$ cat src/rtl/dir_pkg.sv
package dir_pkg;

    typedef enum logic [1:0] {
        ST_I = 2'd0,
        ST_S = 2'd1,
        ST_M = 2'd2
    } line_st_e;

    localparam logic [31:0] INIT_BASE = 32'hA5A5_0000;

    // may a peer in state 'peer' coexist with a requester holding 'want'
    function automatic logic st_compatible(line_st_e peer, line_st_e want);
        if (want == ST_M) return (peer == ST_I);
        return (peer != ST_M);
    endfunction

    // state a blocking peer must fall to
    function automatic line_st_e dn_target(line_st_e want);
        return (want == ST_M) ? ST_I : ST_S;
    endfunction

endpackage

$ cat src/rtl/coh_fifo.sv
module coh_fifo #(
    parameter int W     = 8,
    parameter int DEPTH = 4
) (
    input  logic         clk,
    input  logic         rst,
    input  logic         push,
    input  logic [W-1:0] din,
    input  logic         pop,
    output logic [W-1:0] head,
    output logic         empty,
    output logic         full
);
    localparam int PW = (DEPTH > 1) ? $clog2(DEPTH) : 1;
    localparam int CW = $clog2(DEPTH + 1);

    logic [W-1:0]  slots [DEPTH];
    logic [PW-1:0] rd_p, wr_p;
    logic [CW-1:0] cnt;

    assign empty = (cnt == '0);
    assign full  = (cnt == CW'(DEPTH));
    assign head  = slots[rd_p];

    function automatic logic [PW-1:0] nxt(logic [PW-1:0] p);
        return (p == PW'(DEPTH - 1)) ? '0 : p + 1'b1;
    endfunction

    always_ff @(posedge clk) begin
        if (rst) begin
            rd_p <= '0;
            wr_p <= '0;
            cnt  <= '0;
        end else begin
            if (push) begin
                slots[wr_p] <= din;
                wr_p        <= nxt(wr_p);
            end
            if (pop) rd_p <= nxt(rd_p);
            case ({push, pop})
                2'b10:   cnt <= cnt + 1'b1;
                2'b01:   cnt <= cnt - 1'b1;
                default: cnt <= cnt;
            endcase
        end
    end

    p_no_overflow_r9: assert property (@(posedge clk) disable iff (rst)
        push |-> (!full || pop));
    p_no_underflow_r9: assert property (@(posedge clk) disable iff (rst)
        pop |-> !empty);

endmodule

$ cat src/rtl/dir_data_array.sv
module dir_data_array #(
    parameter int AW = 3,
    parameter int DW = 32
) (
    input  logic          clk,
    input  logic          rst,
    input  logic [AW-1:0] rd_addr,
    output logic [DW-1:0] rd_data,
    input  logic          wr_en,
    input  logic [AW-1:0] wr_addr,
    input  logic [DW-1:0] wr_data
);
    import dir_pkg::*;
    localparam int LINES = 1 << AW;

    logic [DW-1:0] words [LINES];

    assign rd_data = words[rd_addr];

    always_ff @(posedge clk) begin
        if (rst) begin
            for (int a = 0; a < LINES; a++)
                words[a] <= DW'(INIT_BASE + 32'(a));
        end else if (wr_en) begin
            words[wr_addr] <= wr_data;
        end
    end

endmodule

$ cat src/rtl/dir_tracker.sv
module dir_tracker #(
    parameter int NC = 4,
    parameter int AW = 3
) (
    input  logic                     clk,
    input  logic                     rst,
    input  logic [AW-1:0]            addr,
    output dir_pkg::line_st_e [NC-1:0] st_vec,
    output logic [NC-1:0]            wt_vec,
    input  logic                     upd_en,
    input  logic [$clog2(NC)-1:0]    upd_child,
    input  dir_pkg::line_st_e        upd_st,
    input  logic                     upd_clr_wait,
    input  logic                     set_wait_en,
    input  logic [$clog2(NC)-1:0]    set_wait_child
);
    import dir_pkg::*;
    localparam int LINES = 1 << AW;

    line_st_e st [NC][LINES];
    logic     wt [NC][LINES];

    for (genvar i = 0; i < NC; i++) begin : g_look
        assign st_vec[i] = st[i][addr];
        assign wt_vec[i] = wt[i][addr];
    end

    always_ff @(posedge clk) begin
        if (rst) begin
            for (int i = 0; i < NC; i++)
                for (int a = 0; a < LINES; a++) begin
                    st[i][a] <= ST_I;
                    wt[i][a] <= 1'b0;
                end
        end else begin
            if (upd_en) begin
                st[upd_child][addr] <= upd_st;
                if (upd_clr_wait) wt[upd_child][addr] <= 1'b0;
            end
            if (set_wait_en) wt[set_wait_child][addr] <= 1'b1;
        end
    end

    // a waiting child is never sent a second downgrade
    p_wait_set_once_r5: assert property (@(posedge clk) disable iff (rst)
        set_wait_en |-> !wt_vec[set_wait_child]);

endmodule

$ cat src/rtl/coh_dir_parent.sv
module coh_dir_parent #(
    parameter int NC     = 4,
    parameter int AW     = 3,
    parameter int DW     = 32,
    parameter int QDEPTH = 4,
    localparam int CW    = $clog2(NC)
) (
    input  logic          clk,
    input  logic          rst,
    input  logic          in_valid,
    output logic          in_ready,
    input  logic          in_is_resp,
    input  logic [CW-1:0] in_src,
    input  logic [AW-1:0] in_addr,
    input  logic [1:0]    in_state,
    input  logic          in_has_data,
    input  logic [DW-1:0] in_data,
    output logic          out_valid,
    output logic          out_is_resp,
    output logic [CW-1:0] out_dst,
    output logic [AW-1:0] out_addr,
    output logic [1:0]    out_state,
    output logic          out_has_data,
    output logic [DW-1:0] out_data
);
    import dir_pkg::*;

    typedef struct packed {
        logic [CW-1:0] peer;
        logic [AW-1:0] addr;
        line_st_e      st;
        logic          has_data;
        logic [DW-1:0] data;
    } msg_t;
    localparam int MW = $bits(msg_t);

    msg_t in_msg, rsp_m, req_m;
    logic [MW-1:0] rsp_raw, req_raw;
    logic rsp_empty, rsp_full, req_empty, req_full;
    logic rsp_push, req_push, rsp_pop, req_pop;

    assign in_msg = '{peer: in_src, addr: in_addr, st: line_st_e'(in_state),
                      has_data: in_has_data, data: in_data};
    assign in_ready = in_is_resp ? !rsp_full : !req_full;
    assign rsp_push = in_valid && in_is_resp  && !rsp_full;
    assign req_push = in_valid && !in_is_resp && !req_full;
    assign rsp_m    = msg_t'(rsp_raw);
    assign req_m    = msg_t'(req_raw);

    coh_fifo #(.W(MW), .DEPTH(QDEPTH)) u_rsp_q (
        .clk, .rst, .push(rsp_push), .din(MW'(in_msg)), .pop(rsp_pop),
        .head(rsp_raw), .empty(rsp_empty), .full(rsp_full));

    coh_fifo #(.W(MW), .DEPTH(QDEPTH)) u_req_q (
        .clk, .rst, .push(req_push), .din(MW'(in_msg)), .pop(req_pop),
        .head(req_raw), .empty(req_empty), .full(req_full));

    // one action per cycle, responses first
    logic rsp_act, req_act;
    assign rsp_act = !rsp_empty;
    assign req_act = !req_empty && rsp_empty;

    logic [AW-1:0] act_addr;
    assign act_addr = rsp_act ? rsp_m.addr : req_m.addr;

    line_st_e [NC-1:0] st_vec;
    logic [NC-1:0]     wt_vec;
    logic [DW-1:0]     line_word;

    logic [NC-1:0] blocked, dn_cand;
    logic          grant, send_dn;
    logic [CW-1:0] dn_child;

    always_comb begin
        for (int i = 0; i < NC; i++)
            blocked[i] = (CW'(i) != req_m.peer) && !st_compatible(st_vec[i], req_m.st);
        dn_cand = blocked & ~wt_vec;
        dn_child = '0;
        for (int i = NC - 1; i >= 0; i--)
            if (dn_cand[i]) dn_child = CW'(i);
    end

    assign grant   = req_act && (wt_vec == '0) && (blocked == '0);
    assign send_dn = req_act && !grant && (dn_cand != '0);
    assign rsp_pop = rsp_act;
    assign req_pop = grant;

    logic          wr_en;
    logic          upd_en;
    logic [CW-1:0] upd_child;
    line_st_e      upd_st;

    assign wr_en     = rsp_act && rsp_m.has_data && (st_vec[rsp_m.peer] == ST_M);
    assign upd_en    = rsp_act || grant;
    assign upd_child = rsp_act ? rsp_m.peer : req_m.peer;
    assign upd_st    = rsp_act ? rsp_m.st : req_m.st;

    dir_tracker #(.NC(NC), .AW(AW)) u_track (
        .clk, .rst, .addr(act_addr), .st_vec, .wt_vec,
        .upd_en, .upd_child, .upd_st, .upd_clr_wait(rsp_act),
        .set_wait_en(send_dn), .set_wait_child(dn_child));

    dir_data_array #(.AW(AW), .DW(DW)) u_mem (
        .clk, .rst, .rd_addr(act_addr), .rd_data(line_word),
        .wr_en, .wr_addr(rsp_m.addr), .wr_data(rsp_m.data));

    always_ff @(posedge clk) begin
        if (rst) begin
            out_valid    <= 1'b0;
            out_is_resp  <= 1'b0;
            out_dst      <= '0;
            out_addr     <= '0;
            out_state    <= '0;
            out_has_data <= 1'b0;
            out_data     <= '0;
        end else begin
            out_valid <= grant || send_dn;
            out_addr  <= req_m.addr;
            if (grant) begin
                out_is_resp  <= 1'b1;
                out_dst      <= req_m.peer;
                out_state    <= req_m.st;
                out_has_data <= (st_vec[req_m.peer] == ST_I);
                out_data     <= (st_vec[req_m.peer] == ST_I) ? line_word : '0;
            end else begin
                out_is_resp  <= 1'b0;
                out_dst      <= dn_child;
                out_state    <= dn_target(req_m.st);
                out_has_data <= 1'b0;
                out_data     <= '0;
            end
        end
    end

    p_resp_first_r8: assert property (@(posedge clk) disable iff (rst)
        !rsp_empty |-> !req_pop);
    p_grant_nowait_r2: assert property (@(posedge clk) disable iff (rst)
        req_pop |-> (wt_vec == '0));
    p_data_when_i_r3: assert property (@(posedge clk) disable iff (rst)
        grant |=> (out_valid && out_is_resp && out_has_data == $past(st_vec[req_m.peer] == ST_I)));
    p_dn_shape_r5: assert property (@(posedge clk) disable iff (rst)
        (out_valid && !out_is_resp) |-> (!out_has_data && out_state != 2'd2));
    p_stall_silent_r6: assert property (@(posedge clk) disable iff (rst)
        (req_act && !grant && dn_cand == '0) |=> !out_valid);

endmodule

$ cat config.mk
export PLATFORM = sky130hd
export DESIGN_NAME = coh_dir_parent
export DESIGN_NICKNAME = d
export VERILOG_FILES = /design/src/rtl/dir_pkg.sv /design/src/rtl/coh_fifo.sv /design/src/rtl/dir_data_array.sv /design/src/rtl/dir_tracker.sv /design/src/rtl/coh_dir_parent.sv
export SDC_FILE = /design/constraint.sdc
export NUM_CORES = 1
export LEC_CHECK = 0
export BUFFER_PORTS_ARGS = -buffer_cell sky130_fd_sc_hd__buf_2
export CAP_MARGIN = 15
export CORE_MARGIN = 5
export CORE_UTILIZATION = 35
export DETAILED_ROUTE_END_ITERATION = 8
export PLACE_DENSITY = 0.59
export SYNTH_ARGS = -nofsm -noshare
export SYNTH_HDL_FRONTEND = slang
export SYNTH_SLANG_ARGS = --single-unit
$ cat constraint.sdc
create_clock -name clk -period 6.35 [get_ports clk]
set_input_delay 0.635 -clock clk [delete_from_list [all_inputs] [get_ports clk]]
set_output_delay 0.635 -clock clk [all_outputs]
set_load 0.005 [all_outputs]
* After elaboration in Yosys (flattened, before gate mapping) *
Memory sizes are Yosys's and may differ from the RTL's. A register that Yosys moved wholly into a read port is not among the register bits.
Cells that the tools add are included.

operators by class
  $add $sub $neg = 8
  $mul = 0
  div/mod/pow operators = 0
  order comparisons = 4
  eq/ne operators = 19
  shifts and indexed selects = 0
  multiplexer cells = 96
  bitwise gates (word level) = 5
  reductions and logical operators = 47

operator list
  kind                                                                  number
  2-bit two-way mux                                                     30
  16-bit two-way mux                                                    3
  8-bit two-way mux                                                     6
  1-bit two-way mux                                                     40
  32-bit two-way mux                                                    1
  32-bit OR reduction                                                   1
  2-bit binary-select mux with 3-bit select                             4
  2-bit == test, second input constant                                  8
  1-bit logical AND                                                     16
  16-bit OR reduction                                                   1
  8-bit OR reduction                                                    2
  1-bit binary-select mux with 3-bit select                             4
  3-bit case mux with 2 select lines                                    2
  1-bit logical NOT                                                     10
  2-bit logical NOT                                                     5
  2-bit by 1-bit adder with 2-bit output, second input constant         4
  2-bit binary-select mux with 2-bit select                             2
  4-bit logical NOT                                                     2
  2-bit != test, second input constant                                  4
  3-bit by 1-bit adder with 3-bit output, second input constant         2
  2-bit demux with 3-bit select                                         1
  3-bit == test, second input constant                                  2
  3-bit logical NOT                                                     2
  2-bit by 3-bit < comparator with 1-bit output, second input constant  2
  17 further kinds                                                      25

storage, ports and cells
  register bits = 24
  latch bits = 0
  bits in writable memories = 672
  bits in read-only memories = 0
  input port bits = 44
  output and inout port bits = 43
  word-level logic and storage cells = 196
  memories = 5

memory list
  memory         depth  width  read ports  clocked after Yosys merged registers in  wr ports  RTL line              text
  u_mem.words    8      32     1           1                                        8         dir_data_array.sv:16  logic [DW-1:0] words [LINES];
  u_req_q.slots  4      40     1           1                                        1         coh_fifo.sv:17        logic [W-1:0] slots [DEPTH];
  u_rsp_q.slots  4      40     1           1                                        1         coh_fifo.sv:17
  u_track.st     4      16     4           0                                        4         dir_tracker.sv:20     line_st_e st [NC][LINES];
  u_track.wt     4      8      4           0                                        4         dir_tracker.sv:21     logic wt [NC][LINES];

* Depth between registers and ports, before layout *
Gate-level depths: netlist (run 1).

  word-level depth = 21
  gate-level depth with buffers = 18
  depth with buffers taken out = 16

* By module *
Synthesis (run 1) repeated with hierarchy kept, for this count alone.

second synthesis, totals
  cells, all modules = 1,768
  area total of the unflattened synthesis = 30,538.0 µm²

modules (own cells, without submodules)
  module          times used  cells each  area an instance (µm²)  seq. area each (µm²)
  coh_fifo        2           258         6,269.8                 4,984.8
  dir_data_array  1           700         11,800.1                7,687.4
  dir_tracker     1           405         4,631.9                 2,562.5
  coh_dir_parent  1           147         1,566.5                 840.8

* Worst setup path before layout (run 1) *
OpenSTA, ideal clock, no wires.

  path kind = reg2reg
  start = register with a tool-made name
  end = memory u_mem.words[7][0], enable pin
  setup time = 0.389 ns
  arrival = 4.139 ns
  required time = 5.961 ns
  setup slack = 1.822 ns
  stages on the path, launching flop included = 14
  path buffers = 3
  period minus slack after synthesis = 4.528 ns
  path through = dfxtp_1 -> buf_2 -> mux4_2 -> mux2_2 -> buf_2 -> mux2_2 -> o221ai_1 -> a222oi_1 -> nand2_1 -> mux4_2 -> nor3b_4 -> nand2_1 -> buf_2 -> nand2_1

RTL lines
  item              RTL line
  end: declaration  dir_data_array.sv:16

==> results_dict.tcl, run 1 <==
set metrics [dict create \
    initial_utilization_pct 35.3 \
    hpwl_um 45200 \
    grt_pass1_vias 16400 \
    critPathLaunchType "flip-flop" \
    seqPwrFrac_pct 40.2 \
    p_leak_uw 0.00954 \
    avgSynthCellArea_sq_um 13.4 \
    slew_violations 0 \
    crit_path_top_delay_cell "dfxtp_1" \
    fin_setup_tns_ns 0 \
    cp_max_fo 23 \
    status "completed" \
    maxCapViolations 0 \
    num_rows 98 \
    synth_area_sq_mm 0.0252 \
    clkLatencyLatePin_ns 0.65 \
    ir_drop_v 0.000246 \
    via_count 16500 \
    drtIter0Drc 1857 \
    crit_arrival_ns 5.93 \
    hold_viol 0 \
    worstPathCellList "mux4_2 > mux2i_4 > nor2_1 > a22o_1 > a221oi_2 > a21bo_2 > mux4_2 > nor3b_4 > nand2_2 > nand2_1 > buf_4" \
    core_sq_mm 0.0715 \
    clk_pin_slew_ns 0.06 \
    grt_use_total_pct 17.4 \
    synthArstFlopShare_pct 0 \
    die_h_um 278 \
    path_common_cell "mux4_2" \
    cts_tree "done" \
    cts_root_buffer "clkbuf_16" \
    grt_first_pass_wirelength_um 104000 \
    synth_edf_count 540 \
    period_minus_slack_ns 5.58 \
    critPathMaxStageDelay_ns 0.78 \
    boundaryPins 87 \
    syn2layout_area_growth_pct 14.8 \
    required_ns 6.69 \
    p_per_area_mw_per_mm2 397 \
    htree_levels 2 \
    ys.warnings.count 0 \
    cts_setup_buffers 0 \
    synth_fp_nets 1944 \
    period_share_pct 87.9 \
    antenna_cells 0 \
    worstSetupPathType "reg2reg" \
    rsz0062_at_grt "no" \
    hold_slack_ns 0.201 \
    port-buffer-count 86 \
    cts.path.max_buffers 3 \
    final_nets 2018 \
    cts_made_buffers 60 \
    crit_path_end_kind "flip-flop" \
    postSynthCellCount 1886 \
    pwr-share-comb_pct 26.7 \
    synth.distinct_cells 71 \
    fp.dieW_um 278 \
    switching_share_pct 33.6 \
    routed_via_density 5.56 \
    clockPowerShare_pct 33.0 \
    overflow 0 \
    ctsHoldBuffers 0 \
    drc 0 \
    die_area_sq_mm 0.0776 \
    synth_seq_area_share_pct 69.0 \
    wire_per_inst_um 23.7 \
    synth_seq_cells 600 \
    power.internal_uw 7640 \
    post_cts_resize_count 0 \
    routed_wl_um 70200 \
    skew_ns 0.0465 \
    slew_headroom_pct 20.4 \
    setup_viol 0 \
    hold_path_class "in2reg" \
    tightestPinTransition_ns 1.19 \
    gp_congestion 0.926 \
    drt-pass1-iter-count 6 \
    clock-sinks 600 \
    ys.flop_type "edfxtp_1" \
    p_sw_uw 3870 \
    drive_above_1_share_pct 19.5 \
    antenna_found_initial 1 \
    grt_max_degree 67 \
    drtAntennaViolNets 0 \
    fmax_mhz 179 \
]
[metal layers]
layer  GRT usage [%]  wire (um)
met5               0          7
met2            28.0      33000
met3            3.24       5880
met4            4.98       1880
met1            24.4      29400
[power by group through the flow]
stage	sequential [uW]	clock [uW]	combinational [uW]
floorplan	4630	0	2010
global placement	4710	0	2990
detailed placement	4710	0	3020
CTS	4630	3870	3030
global route	4650	4020	3260
finish	4630	3800	3080
[cell usage after synthesis (3+ instances only)]
master      n  area [sq um]
edfxtp_1  540         16200
nor2_1    261           980
nand2_1   236           886
nor3_1     76           380
clkbuf_1   68           255
dfxtp_1    60          1200
mux2i_1    52           521
a31o_2     51           447
a22oi_1    48           360
mux2_2     47           529
buf_2      42           210
a22o_1     34           298
o21ai_1    34           170
a31oi_1    31           194
and2_1     24           150
a21oi_1    22           110
a221oi_1   22           193
a222oi_1   20           200
nand3_1    20           100
inv_1      19          71.3
mux4_2     19           428
o21ai_0    16          80.1
ha_1       12           150
buf_1      10          37.5
a32oi_1     8          70.1
a211oi_1    7          52.6
a21o_1      7          52.6
nor2b_1     7          43.8
a221o_1     6          60.1
or3_1       6          37.5
a32o_1      5          50.1
nand2b_1    5          31.3
nand4_1     4          25.0
o221ai_1    4          35.0
o311ai_0    4          35.0
xor2_1      4          35.0
a221oi_2    3          45.0
nand2_2     3          18.8
nand3b_1    3          22.5
o21ai_2     3          26.3
[worst paths after layout]
kind / start / to / slack (ns) / cells past startpoint
setup reg to reg: flip-flop / u_mem.words[3][27]$_SDFFCE_PN0P_ / 0.77 / 11
hold reg to reg: u_rsp_q.rd_p[1]$_SDFFE_PP0N_ / flip-flop / 0.48 / 2
setup / recovery: flip-flop / u_mem.words[3][27]$_SDFFCE_PN0P_ / 0.77 / 11
hold / removal: in_data[22] / u_rsp_q.slots[2][22]$_DFFE_PP_ / 0.20 / 1
[placed cells by master, fill, tap and decap left out, types with 5 or more instances in the layout]
| cell type | instances |
|---|---|
| a222oi_1 | 20 |
| a32o_1 | 5 |
| o21ai_1 | 34 |
| a22o_1 | 34 |
| nor2b_1 | 7 |
| a31o_2 | 51 |
| buf_4 | 45 |
| ha_1 | 12 |
| nand3_1 | 19 |
| a21oi_1 | 21 |
| a32oi_1 | 8 |
| a31oi_1 | 31 |
| nor3_1 | 74 |
| o21ai_0 | 16 |
| clkbuf_8 | 9 |
| mux2_2 | 47 |
| a21o_1 | 7 |
| bufinv_16 | 9 |
| nand2_1 | 236 |
| and2_1 | 20 |
| inv_1 | 19 |
| clkbuf_16 | 61 |
| dfxtp_1 | 58 |
| clkinv_2 | 13 |
| nand2b_1 | 5 |
| mux4_2 | 19 |
| or3_1 | 6 |
| nor2_1 | 257 |
| buf_2 | 87 |
| clkbuf_1 | 8 |
| edfxtp_1 | 540 |
| mux2i_1 | 51 |
| a211oi_1 | 7 |
| a221oi_1 | 22 |
| a221o_1 | 6 |
| a22oi_1 | 48 |
[critical path, delay by kind of cell, from the launching register on]
family                 cells  cell delay, ns
multiplexers               3            1.86
AND/OR/NAND/NOR            4            1.60
flip-flops                 1            0.78
AO/OA/AOI/OAI              3            0.75
buffers and inverters      1            0.33
[state kept, by name, indices dropped and copies added (netlist names), 2 cells and up, named ones only]
| name | flops |
|---|---|
| u_track.wt | 32 |
| u_req_q.rd_p | 2 |
| u_req_q.slots | 28 |
| u_rsp_q.wr_p | 2 |
| u_req_q.cnt | 3 |
| out_state | 2 |
| u_req_q.wr_p | 2 |
| u_mem.words | 256 |
| out_dst | 2 |
| u_track.st | 64 |
| u_rsp_q.slots | 160 |
| u_rsp_q.cnt | 3 |
| out_data | 32 |
| u_rsp_q.rd_p | 2 |
| out_addr | 3 |
[area by class of cell]
| type | count | area [sq um] |
|---|---|---|
| inverters | 21 | 78.8 |
| clock inverters | 34 | 455 |
| flip-flops and latches | 600 | 17400 |
| multi-input cells | 1142 | 7290 |
| fillers | 6618 | 42500 |
| repair buffers | 135 | 833 |
| well taps | 950 | 1190 |
| clock buffers | 80 | 1690 |
[per-stage QoR]
step	power, uW	instance area, sq um	cells	setup WS, ns	util [%]
global route	11900	29000	2962	0.448	40.5
floorplan	6640	25200	1886	1.82	-
detailed placement	7730	26800	2847	0.743	37.5
finish	11500	29000	2962	0.768	40.5
CTS	11500	29000	2961	0.739	40.5
global placement	7700	26800	2846	0.919	37.5
[cell families (layout without fill, tap and decap cells)]
group | Yosys count | count (layout) | synth area share (%)
AND/OR/NAND/NOR | 658 | 658 | 11.1
flip-flops | 600 | 600 | 69.0
AO/OA/AOI/OAI | 347 | 347 | 10.6
buffers and inverters | 144 | 270 | 2.43
multiplexers | 119 | 119 | 5.91
adder cells (fa/ha/maj) | 14 | 14 | 0.754
XOR/XNOR | 4 | 4 | 0.139
Note: power is estimated with default switching activity, not from simulation.
==> run 2, diff against run 1 <==
Settings changed: CORE_ASPECT_RATIO from default to 1.2.
Clock period 6.35 ns to 5.16 ns, I/O delays scaled along.
==> run 2 against run 1 <==
  * Cell area grew 0.18%
  * Register-to-register slack lost 0.55 ns
  * Total power grew 21%
  * Largest cell class unchanged
  * Wire length grew 0.58%
  * Largest power group unchanged
  * Final cell count is essentially flat
  * Clock power grew 14%
  * Global-route usage grew 0.30 points
==> results_dict.tcl, run 2 (same netlist as run 1, synthesis figures left out) <==
set metrics [dict create \
    status "completed" \
    period_share_pct 95.7 \
    crit_path_top_delay_cell "mux4_2" \
    cts_root_buffer "clkbuf_16" \
    worstSetupPathType "reg2reg" \
    setup_viol 0 \
    die_h_um 304 \
    hpwl_um 45100 \
    hold_viol 0 \
    path_common_cell "mux2_2" \
    grt_first_pass_wirelength_um 105000 \
    design_area_sq_mm 0.0290 \
    place_area_sq_mm 0.0270 \
    rsz0062_at_grt "no" \
    cts_made_buffers 57 \
    worst-r2r-setup-slack_ns 0.22 \
    maxCapViolations 0 \
    p_leak_uw 0.00959 \
    routed_wl_um 70600 \
    min_to "u_rsp_q.slots[3][17]$_DFFE_PP_" \
    hold_path_class "in2reg" \
    period_minus_slack_ns 4.94 \
    wire_per_inst_um 23.8 \
    boundaryPins 87 \
    port-buffer-count 86 \
    clock-sinks 600 \
    cts.path.max_buffers 3 \
    final_common_cell "edfxtp_1" \
    num_rows 107 \
    largest_reg_flops 256 \
    slew_headroom_pct 32.1 \
    holdCritStartpoint "in_data[17]" \
    grt_max_degree 67 \
    via_count 16400 \
    drc 0 \
    worstPathCellList "mux4_2 > mux2_2 > buf_4 > mux2i_1 > o22ai_1 > a221oi_2 > mux2_2 > o22a_1 > nand4_2 > clkinv_1 > ha_1 > inv_1 > fa_1 > xor2_1 > or3_1 > a21oi_1" \
    die_area_sq_mm 0.0776 \
    fillers 6648 \
    r2r_cells 16 \
    mostFrequentLayoutCells "540 x edfxtp_1, 257 x nor2_1, 236 x nand2_1" \
    critPathMaxStageDelay_ns 0.67 \
    critPathLaunchType "flip-flop" \
    grt_pass1_vias 16600 \
    drive_above_1_share_pct 20.1 \
    syn2layout_area_growth_pct 15.0 \
    crit_family "multiplexers" \
    routed_via_density 5.54 \
    ctsHoldBuffers 0 \
    top_regs "u_mem.words: 256 flops, u_rsp_q.slots: 160 flops, u_track.st: 64 flops" \
    initial_utilization_pct 35.4 \
    final_nets 2041 \
    antenna_found_initial 4 \
    fmax_mhz 202 \
    htree_levels 2 \
    crit_arrival_ns 5.48 \
    min_path_cells 1 \
    fp.dieW_um 255 \
    gp_congestion 0.903 \
    cp.buffers_inverters 3 \
    clk_pin_slew_ns 0.06 \
    drtIter0Drc 1579 \
    p_per_area_mw_per_mm2 479 \
    grt_use_total_pct 17.7 \
    fin_setup_tns_ns 0 \
    skew_ns 0.0180 \
    overflow 0 \
    crit_path_end_kind "flip-flop" \
    cp_max_fo 22 \
    tightestPinTransition_ns 1.01 \
    clkLatencyLatePin_ns 0.62 \
    slew_violations 0 \
    largest_register "u_mem.words" \
    required_ns 5.70 \
    r2r_end "u_req_q.cnt[2]$_SDFFE_PP0P_" \
    ir_drop_v 0.000291 \
    cts_tree "done" \
    drtAntennaViolNets 0 \
    drt-pass1-iter-count 7 \
    core_sq_mm 0.0712 \
]
## run 2: what timing repair did
action,4_1_cts,5_1_grt
buffers inserted,0,6
endpoints found under the setup margin,0,48
resized for setup,0,1
## run 2: through the flow
stage / total power (uW) / std cells / hold slack (ns) / util (%) / setup slack, ns
after floorplan: 8170 / 1886 / 0.450 / - / 0.632
after global placement: 9540 / 2844 / 0.454 / 37.9 / 0.335
after detailed placement: 9590 / 2844 / 0.457 / 37.9 / 0.250
after CTS: 13900 / 2951 / 0.0751 / 40.6 / 0.200
after global routing: 14500 / 2959 / 0.0797 / 40.7 / 0.0317
final: 13900 / 2960 / 0.113 / 40.7 / 0.221
## run 2: area by class of cell
type                            count  area [sq um]  share of cell area, %
Sequential cell                   600         17400                   60.1
Multi-Input combinational cell   1142          7290                   25.1
Clock buffer                       66          1500                   5.17
Tap cell                          926          1160                   3.99
Timing Repair Buffer              161          1110                   3.81
Clock inverter                     41           448                   1.54
Inverter                           21          78.8                  0.272
Antenna cell                        3          7.51                 0.0259
## run 2: per-layer routing
layer / vias to the layer above / track usage [%] / wire, um
li1: 7365 / - / -
met4: 0 / 6.92 / 2830
met3: 167 / 2.63 / 4360
met2: 624 / 29.9 / 35400
met5: - / 0 / 0
met1: 8254 / 23.0 / 27900
## run 2: worst max path at each step
| stage | start | end | slack (ns) | cells after the start |
|---|---|---|---|---|
| after global routing | flip-flop | u_mem.words[3][28]$_SDFFCE_PN0P_ | 0.03 | 11 |
| after floorplan | flip-flop | u_mem.words[7][0]$_SDFFCE_PN1P_ | 0.63 | 13 |
| after detailed placement | flip-flop | u_mem.words[3][8]$_SDFFCE_PN0P_ | 0.25 | 11 |
| after global placement | flip-flop | u_mem.words[3][28]$_SDFFCE_PN0P_ | 0.33 | 11 |
| after CTS | flip-flop | u_mem.words[3][17]$_SDFFCE_PN0P_ | 0.20 | 11 |
| final | flip-flop | u_req_q.cnt[2]$_SDFFE_PP0P_ | 0.22 | 16 |
## run 2: worst register-to-register path: cells and delay by family (launching register included)
kind                       cells  cell delay (ns)
AOI/OAI and AO/OA              4             0.86
adders and majority gates      2             0.47
buffers and inverters          3             0.62
xor gates and xnor gates       1             0.07
and+or+nand+nor                2             0.49
DFF                            1             0.57
muxes                          4             1.79
## run 2: where the power goes
group | leakage, uW | switching, uW | internal (uW) | total [uW]
clock | 0.000958 | 1850 | 2490 | 4340
sequential | 0.00555 | 125 | 5540 | 5670
combinational | 0.00309 | 2700 | 1200 | 3900
